<file path="src/rtl/ctl_regbank_pkg.sv">
package ctl_regbank_pkg;

  localparam int DATA_W = 32;
  typedef logic [DATA_W-1:0] word_t;

  // Word indices (byte offset >> 2)
  localparam int IDX_KEY     = 32'h000;
  localparam int IDX_REV_A   = 32'h001;
  localparam int IDX_REV_B   = 32'h005;
  localparam int IDX_PLL_CFG = 32'h080;
  localparam int IDX_RNG     = 32'h150;
  localparam int IDX_ID_LO   = 32'h16C;
  localparam int IDX_ID_HI   = 32'h16D;

  // Set/clear control words; clear port sits CLR_STEP words above
  localparam int SC_N = 4;
  localparam int SC_IDX [SC_N] = '{32'h010, 32'h014, 32'h020, 32'h024};
  localparam int CLR_STEP = 1;

  // Strap words; protect word sits PROT_STEP words above
  localparam int STRAP_N = 2;
  localparam int STRAP_IDX [STRAP_N] = '{32'h140, 32'h144};
  localparam int PROT_STEP = 2;

  // PLL extension words
  localparam int PLLX_N = 3;
  localparam int PLLX_IDX [PLLX_N] = '{32'h081, 32'h089, 32'h091};
  localparam int LOCK_BIT = 31;

  localparam int MAX_WORDS = 1024;

  function automatic logic key_state(input word_t data, input word_t key);
    return (data == key);
  endfunction

  function automatic word_t set_bits(input word_t cur, input word_t data);
    return cur | data;
  endfunction

  function automatic word_t clear_bits(input word_t cur, input word_t data);
    return cur & ~data;
  endfunction

  function automatic word_t pll_view(input word_t stored);
    return stored | (word_t'(1) << LOCK_BIT);
  endfunction

endpackage

</file>
<file path="src/rtl/ctl_regbank_decode.sv">
module ctl_regbank_decode
  import ctl_regbank_pkg::*;
#(
  parameter int ADDR_W    = 16,
  parameter int NUM_WORDS = 1024
)(
  input  logic              bus_valid,
  input  logic              bus_write,
  input  logic [ADDR_W-1:0] bus_addr,
  output logic              acc_wr,
  output logic              acc_rd,
  output logic              rd_req,
  output logic [31:0]       word_idx
);
  localparam int IDX_BITS = ADDR_W - 2;

  logic aligned;
  logic in_range;

  always_comb begin
    aligned  = (bus_addr[1:0] == 2'b00);
    word_idx = 32'(bus_addr[ADDR_W-1:2]);
    in_range = (word_idx < 32'(NUM_WORDS));
    rd_req   = bus_valid && !bus_write;
    acc_rd   = rd_req && aligned && in_range;
    acc_wr   = bus_valid && bus_write && aligned && in_range;
  end

endmodule

</file>
<file path="src/rtl/ctl_regbank_setclr.sv">
module ctl_regbank_setclr
  import ctl_regbank_pkg::*;
(
  input  logic  clk,
  input  logic  rst_n,
  input  word_t init_val,
  input  logic  set_en,
  input  logic  clr_en,
  input  logic  set_block,
  input  word_t wdata,
  output word_t q
);

  always_ff @(posedge clk) begin
    if (!rst_n) begin
      q <= init_val;
    end else if (set_en && !set_block) begin
      q <= set_bits(q, wdata);
    end else if (clr_en) begin
      q <= clear_bits(q, wdata);
    end
  end

endmodule

</file>
<file path="src/rtl/ctl_regbank_rdmux.sv">
module ctl_regbank_rdmux
  import ctl_regbank_pkg::*;
#(
  parameter word_t REV_PRIMARY   = 32'h0600_0301,
  parameter word_t REV_SECONDARY = 32'h0600_0302,
  parameter word_t CHIP_ID_LO    = 32'h1234_ABCD,
  parameter word_t CHIP_ID_HI    = 32'h8888_4444
)(
  input  logic [31:0]                   word_idx,
  input  logic                          key_q,
  input  logic [SC_N-1:0][DATA_W-1:0]    sc_q,
  input  logic [STRAP_N-1:0][DATA_W-1:0] strap_q,
  input  logic [STRAP_N-1:0][DATA_W-1:0] prot_q,
  input  word_t                         pll_cfg_q,
  input  logic [PLLX_N-1:0][DATA_W-1:0]  pllx_q,
  input  word_t                         rng_in,
  output word_t                         rd_value
);

  always_comb begin
    rd_value = '0;
    if (word_idx == IDX_KEY)     rd_value = word_t'(key_q);
    if (word_idx == IDX_REV_A)   rd_value = REV_PRIMARY;
    if (word_idx == IDX_REV_B)   rd_value = REV_SECONDARY;
    if (word_idx == IDX_ID_LO)   rd_value = CHIP_ID_LO;
    if (word_idx == IDX_ID_HI)   rd_value = CHIP_ID_HI;
    if (word_idx == IDX_RNG)     rd_value = rng_in;
    if (word_idx == IDX_PLL_CFG) rd_value = pll_cfg_q;
    for (int k = 0; k < SC_N; k++) begin
      if (word_idx == SC_IDX[k]) rd_value = sc_q[k];
    end
    for (int k = 0; k < STRAP_N; k++) begin
      if (word_idx == STRAP_IDX[k])             rd_value = strap_q[k];
      if (word_idx == STRAP_IDX[k] + PROT_STEP) rd_value = prot_q[k];
    end
    for (int k = 0; k < PLLX_N; k++) begin
      if (word_idx == PLLX_IDX[k]) rd_value = pll_view(pllx_q[k]);
    end
  end

endmodule

</file>
<file path="src/rtl/ctl_regbank.sv">
module ctl_regbank
  import ctl_regbank_pkg::*;
#(
  parameter int    ADDR_W        = 16,
  parameter int    NUM_WORDS     = 1024,
  parameter word_t UNLOCK_KEY    = 32'h1688_A8A8,
  parameter word_t REV_PRIMARY   = 32'h0600_0301,
  parameter word_t REV_SECONDARY = 32'h0600_0302,
  parameter word_t CHIP_ID_LO    = 32'h1234_ABCD,
  parameter word_t CHIP_ID_HI    = 32'h8888_4444,
  parameter word_t PLL_CFG_RESET = 32'h1000_405F,
  parameter logic [SC_N-1:0][DATA_W-1:0] SC_RESET =
    {32'hFFF0_FFF0, 32'hFFFF_7F8A, 32'hFFFF_FFFC, 32'hF7C3_FED8}
)(
  input  logic              clk,
  input  logic              rst_n,
  input  logic              bus_valid,
  input  logic              bus_write,
  input  logic [ADDR_W-1:0] bus_addr,
  input  logic [31:0]       bus_wdata,
  output logic [31:0]       bus_rdata,
  input  logic [31:0]       rng_in,
  input  logic [31:0]       strap_a_init,
  input  logic [31:0]       strap_b_init,
  input  logic              key_init,
  output logic              locked_write_err
);

  // Decoded bus events (named for the checker)
  logic        acc_wr;
  logic        acc_rd;
  logic        rd_req;
  logic [31:0] word_idx;

  ctl_regbank_decode #(
    .ADDR_W    (ADDR_W),
    .NUM_WORDS (NUM_WORDS)
  ) u_decode (
    .bus_valid (bus_valid),
    .bus_write (bus_write),
    .bus_addr  (bus_addr),
    .acc_wr    (acc_wr),
    .acc_rd    (acc_rd),
    .rd_req    (rd_req),
    .word_idx  (word_idx)
  );

  // key state
  logic key_q;
  logic key_wr_hit;
  assign key_wr_hit = acc_wr && (word_idx == IDX_KEY);

  always_ff @(posedge clk) begin
    if (!rst_n)          key_q <= key_init;
    else if (key_wr_hit) key_q <= key_state(bus_wdata, UNLOCK_KEY);
  end

  // set/clear control words
  logic [SC_N-1:0][DATA_W-1:0] sc_q;

  for (genvar g = 0; g < SC_N; g++) begin : g_sc
    logic set_hit;
    logic clr_hit;
    assign set_hit = acc_wr && (word_idx == SC_IDX[g]);
    assign clr_hit = acc_wr && (word_idx == SC_IDX[g] + CLR_STEP);
    ctl_regbank_setclr u_reg (
      .clk       (clk),
      .rst_n     (rst_n),
      .init_val  (SC_RESET[g]),
      .set_en    (set_hit),
      .clr_en    (clr_hit),
      .set_block (1'b0),
      .wdata     (bus_wdata),
      .q         (sc_q[g])
    );
  end

  // strap words with protect words
  logic [STRAP_N-1:0][DATA_W-1:0] strap_init;
  logic [STRAP_N-1:0][DATA_W-1:0] strap_q;
  logic [STRAP_N-1:0][DATA_W-1:0] prot_q;
  logic [STRAP_N-1:0]             strap_frozen;

  assign strap_init = {strap_b_init, strap_a_init};

  for (genvar g = 0; g < STRAP_N; g++) begin : g_strap
    logic set_hit;
    logic clr_hit;
    logic prot_hit;
    assign set_hit         = acc_wr && (word_idx == STRAP_IDX[g]);
    assign clr_hit         = acc_wr && (word_idx == STRAP_IDX[g] + CLR_STEP);
    assign prot_hit        = acc_wr && (word_idx == STRAP_IDX[g] + PROT_STEP);
    assign strap_frozen[g] = |prot_q[g];

    ctl_regbank_setclr u_reg (
      .clk       (clk),
      .rst_n     (rst_n),
      .init_val  (strap_init[g]),
      .set_en    (set_hit),
      .clr_en    (clr_hit),
      .set_block (strap_frozen[g]),
      .wdata     (bus_wdata),
      .q         (strap_q[g])
    );

    always_ff @(posedge clk) begin
      if (!rst_n)        prot_q[g] <= '0;
      else if (prot_hit) prot_q[g] <= bus_wdata;
    end
  end

  // PLL configuration and extension words
  word_t                        pll_cfg_q;
  logic [PLLX_N-1:0][DATA_W-1:0] pllx_q;

  always_ff @(posedge clk) begin
    if (!rst_n)                                    pll_cfg_q <= PLL_CFG_RESET;
    else if (acc_wr && (word_idx == IDX_PLL_CFG)) pll_cfg_q <= bus_wdata;
  end

  for (genvar g = 0; g < PLLX_N; g++) begin : g_pllx
    always_ff @(posedge clk) begin
      if (!rst_n)                                    pllx_q[g] <= '0;
      else if (acc_wr && (word_idx == PLLX_IDX[g])) pllx_q[g] <= bus_wdata;
    end
  end

  // locked store warning
  logic locked_attempt;
  assign locked_attempt = acc_wr && (word_idx != IDX_KEY) && !key_q;

  always_ff @(posedge clk) begin
    if (!rst_n) locked_write_err <= 1'b0;
    else        locked_write_err <= locked_attempt;
  end

  // read path
  word_t rd_value;

  ctl_regbank_rdmux #(
    .REV_PRIMARY   (REV_PRIMARY),
    .REV_SECONDARY (REV_SECONDARY),
    .CHIP_ID_LO    (CHIP_ID_LO),
    .CHIP_ID_HI    (CHIP_ID_HI)
  ) u_rdmux (
    .word_idx  (word_idx),
    .key_q     (key_q),
    .sc_q      (sc_q),
    .strap_q   (strap_q),
    .prot_q    (prot_q),
    .pll_cfg_q (pll_cfg_q),
    .pllx_q    (pllx_q),
    .rng_in    (rng_in),
    .rd_value  (rd_value)
  );

  always_ff @(posedge clk) begin
    if (!rst_n)      bus_rdata <= '0;
    else if (rd_req) bus_rdata <= acc_rd ? rd_value : '0;
  end

endmodule

</file>
<file path="config.mk">
export PLATFORM = sky130hd
export DESIGN_NAME = ctl_regbank
export DESIGN_NICKNAME = d
export VERILOG_FILES = /design/src/rtl/ctl_regbank_pkg.sv /design/src/rtl/ctl_regbank_decode.sv /design/src/rtl/ctl_regbank_setclr.sv /design/src/rtl/ctl_regbank_rdmux.sv /design/src/rtl/ctl_regbank.sv
export SDC_FILE = /design/constraint.sdc
export NUM_CORES = 1
export LEC_CHECK = 0
export BUFFER_PORTS_ARGS = -buffer_cell sky130_fd_sc_hd__buf_4
export CORE_AREA = 2 2 310 281
export CTS_CLUSTER_SIZE = 14
export DETAILED_ROUTE_END_ITERATION = 6
export DIE_AREA = 0 0 312 283
export GPL_TIMING_DRIVEN = 0
export PLACE_DENSITY = 0.52
export SETUP_SLACK_MARGIN = 0.5
export SLEW_MARGIN = 20
export SYNTH_ARGS = -nofsm -noshare
export SYNTH_HDL_FRONTEND = slang
export SYNTH_HIERARCHICAL = 1
export SYNTH_SLANG_ARGS = --single-unit
export TNS_END_PERCENT = 100
</file>
<file path="constraint.sdc">
create_clock -name clk -period 4 [get_ports clk]
set_clock_uncertainty 0.05 [all_clocks]
set_input_delay 0.4 -clock clk [delete_from_list [all_inputs] [get_ports clk]]
set_output_delay 0.4 -clock clk [all_outputs]
set_load 0.01 [all_outputs]
</file>
==> metrics.md, run 1 <==
| Metric | Value |
|---|---|
| Final ANT Viol Nets | `0` |
| Die Area | `88300 um2` |
| Hold Startpoint | `bus_addr[1]` |
| Commonest non-fill, non-tap cell in the layout | `nand2_1` |
| Pwr dens | `353 nW/um2` |
| HPWL Detailed | `94900 um` |
| Final setup viols | `0` |
| Commonest non-fill, non-tap cells in the layout | `470 x nand2_1, 231 x nor2b_1, 222 x dfxtp_1, 214 x buf_4, 213 x o22ai_1` |
| DRT Pass-1 Iters | `7` |
| Initial antenna violation count | `5` |
| Max Fclk | `269 MHz` |
| Initial DRC Count | `3866` |
| Top Ports | `182` |
| Fin Hold WS | `84.8 ps` |
| Routed wire per std cell | `29.0 um` |
| Logic pwr share | `0.109` |
| Leak Pwr | `12.7 nW` |
| DR vias | `24.6k` |
| Status | `finished with violations` |
| Root Driver | `clkbuf_16` |
| Clock Sinks | `415` |
| Via density | `5.57` |
| Fin worst setup slack | `286 ps` |
| Worst vdd ir | `281 uV` |
| Failing checks | `DRC` |
| # rows | `102` |
| Post-route cell area | `30200 um2` |
| H-tree levels | `2` |
| Crit-path cells | `buf_4, buf_4, nor4_4, nand4_1, nor3_2, clkbuf_2, a221oi_1, o311ai_1, o2111ai_1, a211oi_2, a21oi_1, nor2_1` |
| Required time of the critical path | `4500 ps` |
| Clock transition at path regs | `60 ps` |
| RR Startpoint | `key_q$_DFFE_PP_` |
| Max cap viols | `0` |
| Crit path max-delay cell type | `nor3_2` |
| RSZ-0062 raised after global routing | `yes` |
| Port Buf Inserts | `170` |
| Sequential fraction of design power | `0.454` |
| P_int | `7.75 mW` |
| Ratio of cells with drive above 1 in the final layout | `0.205` |
| RD Place Congestion | `1.02` |
| CP Class | `in2reg` |
| Cells after synthesis | `2860` |
| Number of buffers created by CTS | `50` |
| Crit path DAT | `4220 ps` |
| Max-slew violation count | `0` |
| Hold Fails Final Rpt | `0` |
| Final Critical Period | `3710 ps` |
| Reg2reg setup slack | `990 ps` |
| Psw | `2.91 mW` |
| Area grow syn2layout | `20.0%` |
| Starting Density | `0.296` |
| Relative slew slack | `0.155` |
| Area after DPL | `28500 um2` |
| Hold Path Class | `in2reg` |
| Die W | `312 um` |
| GRT Util Overall | `0.280` |
| Final critical-path share of the clock period | `0.928` |
| Total Power | `10.7 mW` |
| Fraction of power consumed by the clock network | `0.438` |
| Mapped cell area | `25200 um2` |
| Setup crit start | `bus_addr[13]` |
| Cells after DPL | `4323` |
| Largest net degree at the start of global routing | `16` |
| Vias in the first global route | `22.4k` |
| Core area | `85300 um2` |
| Worst slew pin tran | `1260 ps` |
| Mapped Avg Cell Area | `8.81 um2` |
| # diodes | `0` |
| # fillers | `8980` |
| Crit Path Max Fanout | `10` |
| Total grt overflow | `0` |
| Pre-CTS WS | `-496 ps` |
| Critical path endpoint category | `flip-flop` |
| Postcts setup bufs | `0` |
| Nets@finish | `3381` |
| Most used cell, CP | `buf_4` |
| CTS Buffer Depth | `3` |
| Global-route wire length before repair | `177000 um` |
| Worst-skew pair later-pin latency | `620 ps` |
| Crit-path max cell delay | `560 ps` |
| Switching portion of total power | `0.273` |
| CTS tree | `built` |
| Non-Filler Instances | `4413` |
| WL final | `128000 um` |
| Residual DRC | `3` |
| Startpoint types | `input port` |
| Yosys warns | `6` |
| Die Ht | `283 um` |
## critical path: cells and delay by family
kind,cells,cell delay (ps)
AO/OA/AOI/OAI,5,1560
buffers and inverters,3,660
AND/OR/NAND/NOR,4,1590
## what timing repair did
item | CTS | global route
hold endpoints to repair | 1 | 0
resized for setup | 12 | 21
hold buffers | 1 | 0
setup endpoints to repair | 105 | 115
## area by class of cell
class,instances,area (um2),share of cell area
clock buffer,72,1410,0.0467
sequential,415,10200,0.339
clock inverter,17,198,0.00654
multi-input combinational,2105,13200,0.438
inverter,195,732,0.0242
tap,1144,1430,0.0474
timing repair buffer,173,1300,0.0430
buffer,292,1680,0.0555
## layer usage
layer	vias up	GRT usage	part of all wire
met5	-	0	0.00036
met4	6	0.117	0.049
met3	262	0.0665	0.12
met2	1643	0.385	0.39
met1	11917	0.411	0.43
li1	10771	-	-
## stage by stage
step	setup TNS (ps)	util
after floorplan	0	-
after global placement	-50050	0.334
after detailed placement	-26550	0.334
after CTS	0	0.354
after global routing	0	0.355
final	0	0.355
## power groups by stage
stage                     Sequential [mW]  Combinational, mW  Clock [mW]
after global placement               4.90               1.12           0
after floorplan                      4.76              0.644           0
after detailed placement             4.90               1.12           0
final                                4.84               1.16        4.67
after CTS                            4.81               1.13        4.72
after global routing                 4.83               1.23        4.87
## worst paths after layout
check,cells after the start,to
setup reg to reg,8,bus_rdata[0]$_SDFFE_PN0P_
hold reg to reg,2,pllx_q[39]$_SDFFE_PN0P_
hold / removal,4,locked_write_err$_SDFF_PN0_
setup / recovery,12,bus_rdata[9]$_SDFFE_PN0P_
Power figures use the tool's default switching activity.
==> run 2: changes to the inputs <==
- ABC_AREA: default -> 1
- CORE_AREA: 2 2 310 281 -> 2 2 320 291
- DIE_AREA: 0 0 312 283 -> 0 0 322 293
==> run 2 against run 1 <==
  * The run now ends clean
  * Final cell count up 23%
  * Fmax up 10%
  * Via count up 9.9%
  * First-iteration DRC count down 21%
  * Power up 1.6%
  * Critical path type unchanged
  * Critical endpoint is now bus_rdata[12]$_SDFFE_PN0P_
  * Largest cell class unchanged
==> metrics.md, run 2 <==
| Metric | Value |
|---|---|
| Status | `completed` |
| CTS tree | `built` |
| HPWL Detailed | `91100 um` |
| Die Area | `94300 um2` |
| Cells after synthesis | `3842` |
| RSZ-0062 raised after global routing | `yes` |
| Crit path DAT | `3890 ps` |
| Max Used Layer | `met4` |
| Final setup viols | `0` |
| Yosys warns | `6` |
| Max Fclk | `297 MHz` |
| Initial antenna violation count | `2` |
| Total grt overflow | `0` |
| Pwr dens | `337 nW/um2` |
| Startpoint types | `input port` |
| Residual DRC | `0` |
| GRT Util Overall | `0.252` |
| Die W | `322 um` |
| Commonest non-fill, non-tap cell in the layout | `nand2_1` |
| Clock transition at path regs | `60 ps` |
| Critical path endpoint category | `flip-flop` |
| Crit Path Max Fanout | `10` |
| Ratio of cells with drive above 1 in the final layout | `0.205` |
| Area grow syn2layout | `19.0%` |
| Fin Hold WS | `22.6 ps` |
| # rows | `105` |
| Starting Density | `0.298` |
| H-tree levels | `2` |
| Met2 Routed Length | `51900 um` |
| Max-slew violation count | `0` |
| Worst slew pin tran | `1200 ps` |
| Worst-skew pair later-pin latency | `650 ps` |
| Initial DRC Count | `3065` |
| Mapped Avg Cell Area | `7.03 um2` |
| # diodes | `0` |
| CP Class | `in2reg` |
| Port Buf Inserts | `170` |
| Required time of the critical path | `4520 ps` |
| Final critical-path share of the clock period | `0.840` |
| Global-route wire length before repair | `173000 um` |
| Mapped cell area | `27000 um2` |
| Postcts setup bufs | `0` |
| Hold Fails Final Rpt | `0` |
| Routed wire per std cell | `22.3 um` |
| Worst vdd ir | `294 uV` |
| Pre-CTS WS | `-0.171 ps` |
| Largest net degree at the start of global routing | `16` |
| Root Driver | `clkbuf_16` |
| M1 WL | `56300 um` |
| Die Ht | `293 um` |
| CTS Buffer Depth | `3` |
| Nets@finish | `4370` |
| RD Place Congestion | `0.960` |
| Max cap viols | `0` |
| Final Critical Period | `3360 ps` |
| Leak Pwr | `13.3 nW` |
| Vias in the first global route | `24.8k` |
| Metal3 WL | `9520 um` |
| Clock Sinks | `415` |
| Number of buffers created by CTS | `52` |
| Fin worst setup slack | `639 ps` |
| WL final | `121000 um` |
| Top Ports | `182` |
| DRT Pass-1 Iters | `5` |
| DR vias | `27.0k` |
| Commonest non-fill, non-tap cells in the layout | `1126 x nand2_1, 434 x nor2_1, 273 x o21ai_0, 271 x nand3_1, 231 x buf_4` |
| Final Util | `0.354` |
| Hold Path Class | `in2reg` |
| # fillers | `9946` |
| Relative slew slack | `0.197` |
| Final ANT Viol Nets | `0` |
| Core area | `90600 um2` |
| Via density | `4.98` |
==> run 2: power breakdown <==
| group | switching, mW | total (mW) | internal, mW |
|---|---|---|---|
| combinational | 0.792 | 1.20 | 0.407 |
| sequential | 0.104 | 4.74 | 4.64 |
| clock | 2.06 | 4.89 | 2.83 |
| total | 2.96 | 10.8 | 7.88 |
==> run 2: area by class of cell <==
cell class                      count  area, um2  area share
Multi-Input combinational cell   3026      14200       0.443
Inverter                          227        870      0.0271
Clock buffer                       73       1510      0.0471
Clock inverter                     18        229     0.00713
Tap cell                         1177       1470      0.0458
Timing Repair Buffer              178       1350      0.0421
Sequential cell                   415      10200       0.319
Buffer                            321       2210      0.0688
==> run 2: stage by stage <==
stage | TNS, ps | area (um2) | instances | power [mW]
floorplan | 0 | 27500 | 3989 | 5.44
global placement | -7610 | 30300 | 5336 | 6.00
detailed placement | -0.171 | 30300 | 5337 | 6.01
CTS | 0 | 32100 | 5435 | 10.9
global route | 0 | 32100 | 5435 | 11.2
finish | 0 | 32100 | 5435 | 10.8
==> run 2: path summary, 6_finish.rpt <==
path / cells past startpoint / to / startpoint / slack, ps
worst max-delay path: 20 / bus_rdata[12]$_SDFFE_PN0P_ / bus_addr[13] / 640
worst min-delay path: 3 / flip-flop / strap_a_init[21] / 20
worst max register to register: 12 / bus_rdata[12]$_SDFFE_PN0P_ / pll_cfg_q[12]$_SDFFE_PN0P_ / 1370
worst min register to register: 2 / pll_cfg_q[1]$_SDFFE_PN1P_ / pll_cfg_q[1]$_SDFFE_PN1P_ / 410
==> run 2: critical path: stages <==
cell,delay [ps]
buf_4,110
buf_4,130
nor2_1,180
nand2_1,80
nor2_1,110
nand3_1,130
nor2_4,210
nand3_4,170
inv_2,190
buf_2,290
a21oi_1,200
nand4_1,210
o211ai_1,230
a21oi_1,230
nor2_1,130
nor2_1,270
nor2_1,120
o21ai_1,200
nand3_1,120
a21oi_1,150
==> run 2: routing by layer <==
layer,GRT usage,vias to the layer above
met2,0.381,1085
met4,0.0744,0
met3,0.0331,154
li1,-,13078
met5,0,-
met1,0.370,12725
==> run 2: timing repair <==
item	4_1_cts	5_1_grt
setup endpoints to repair	0	7
hold buffers	7	0
endpoints found under the hold margin	7	0
gates resized for setup	0	3
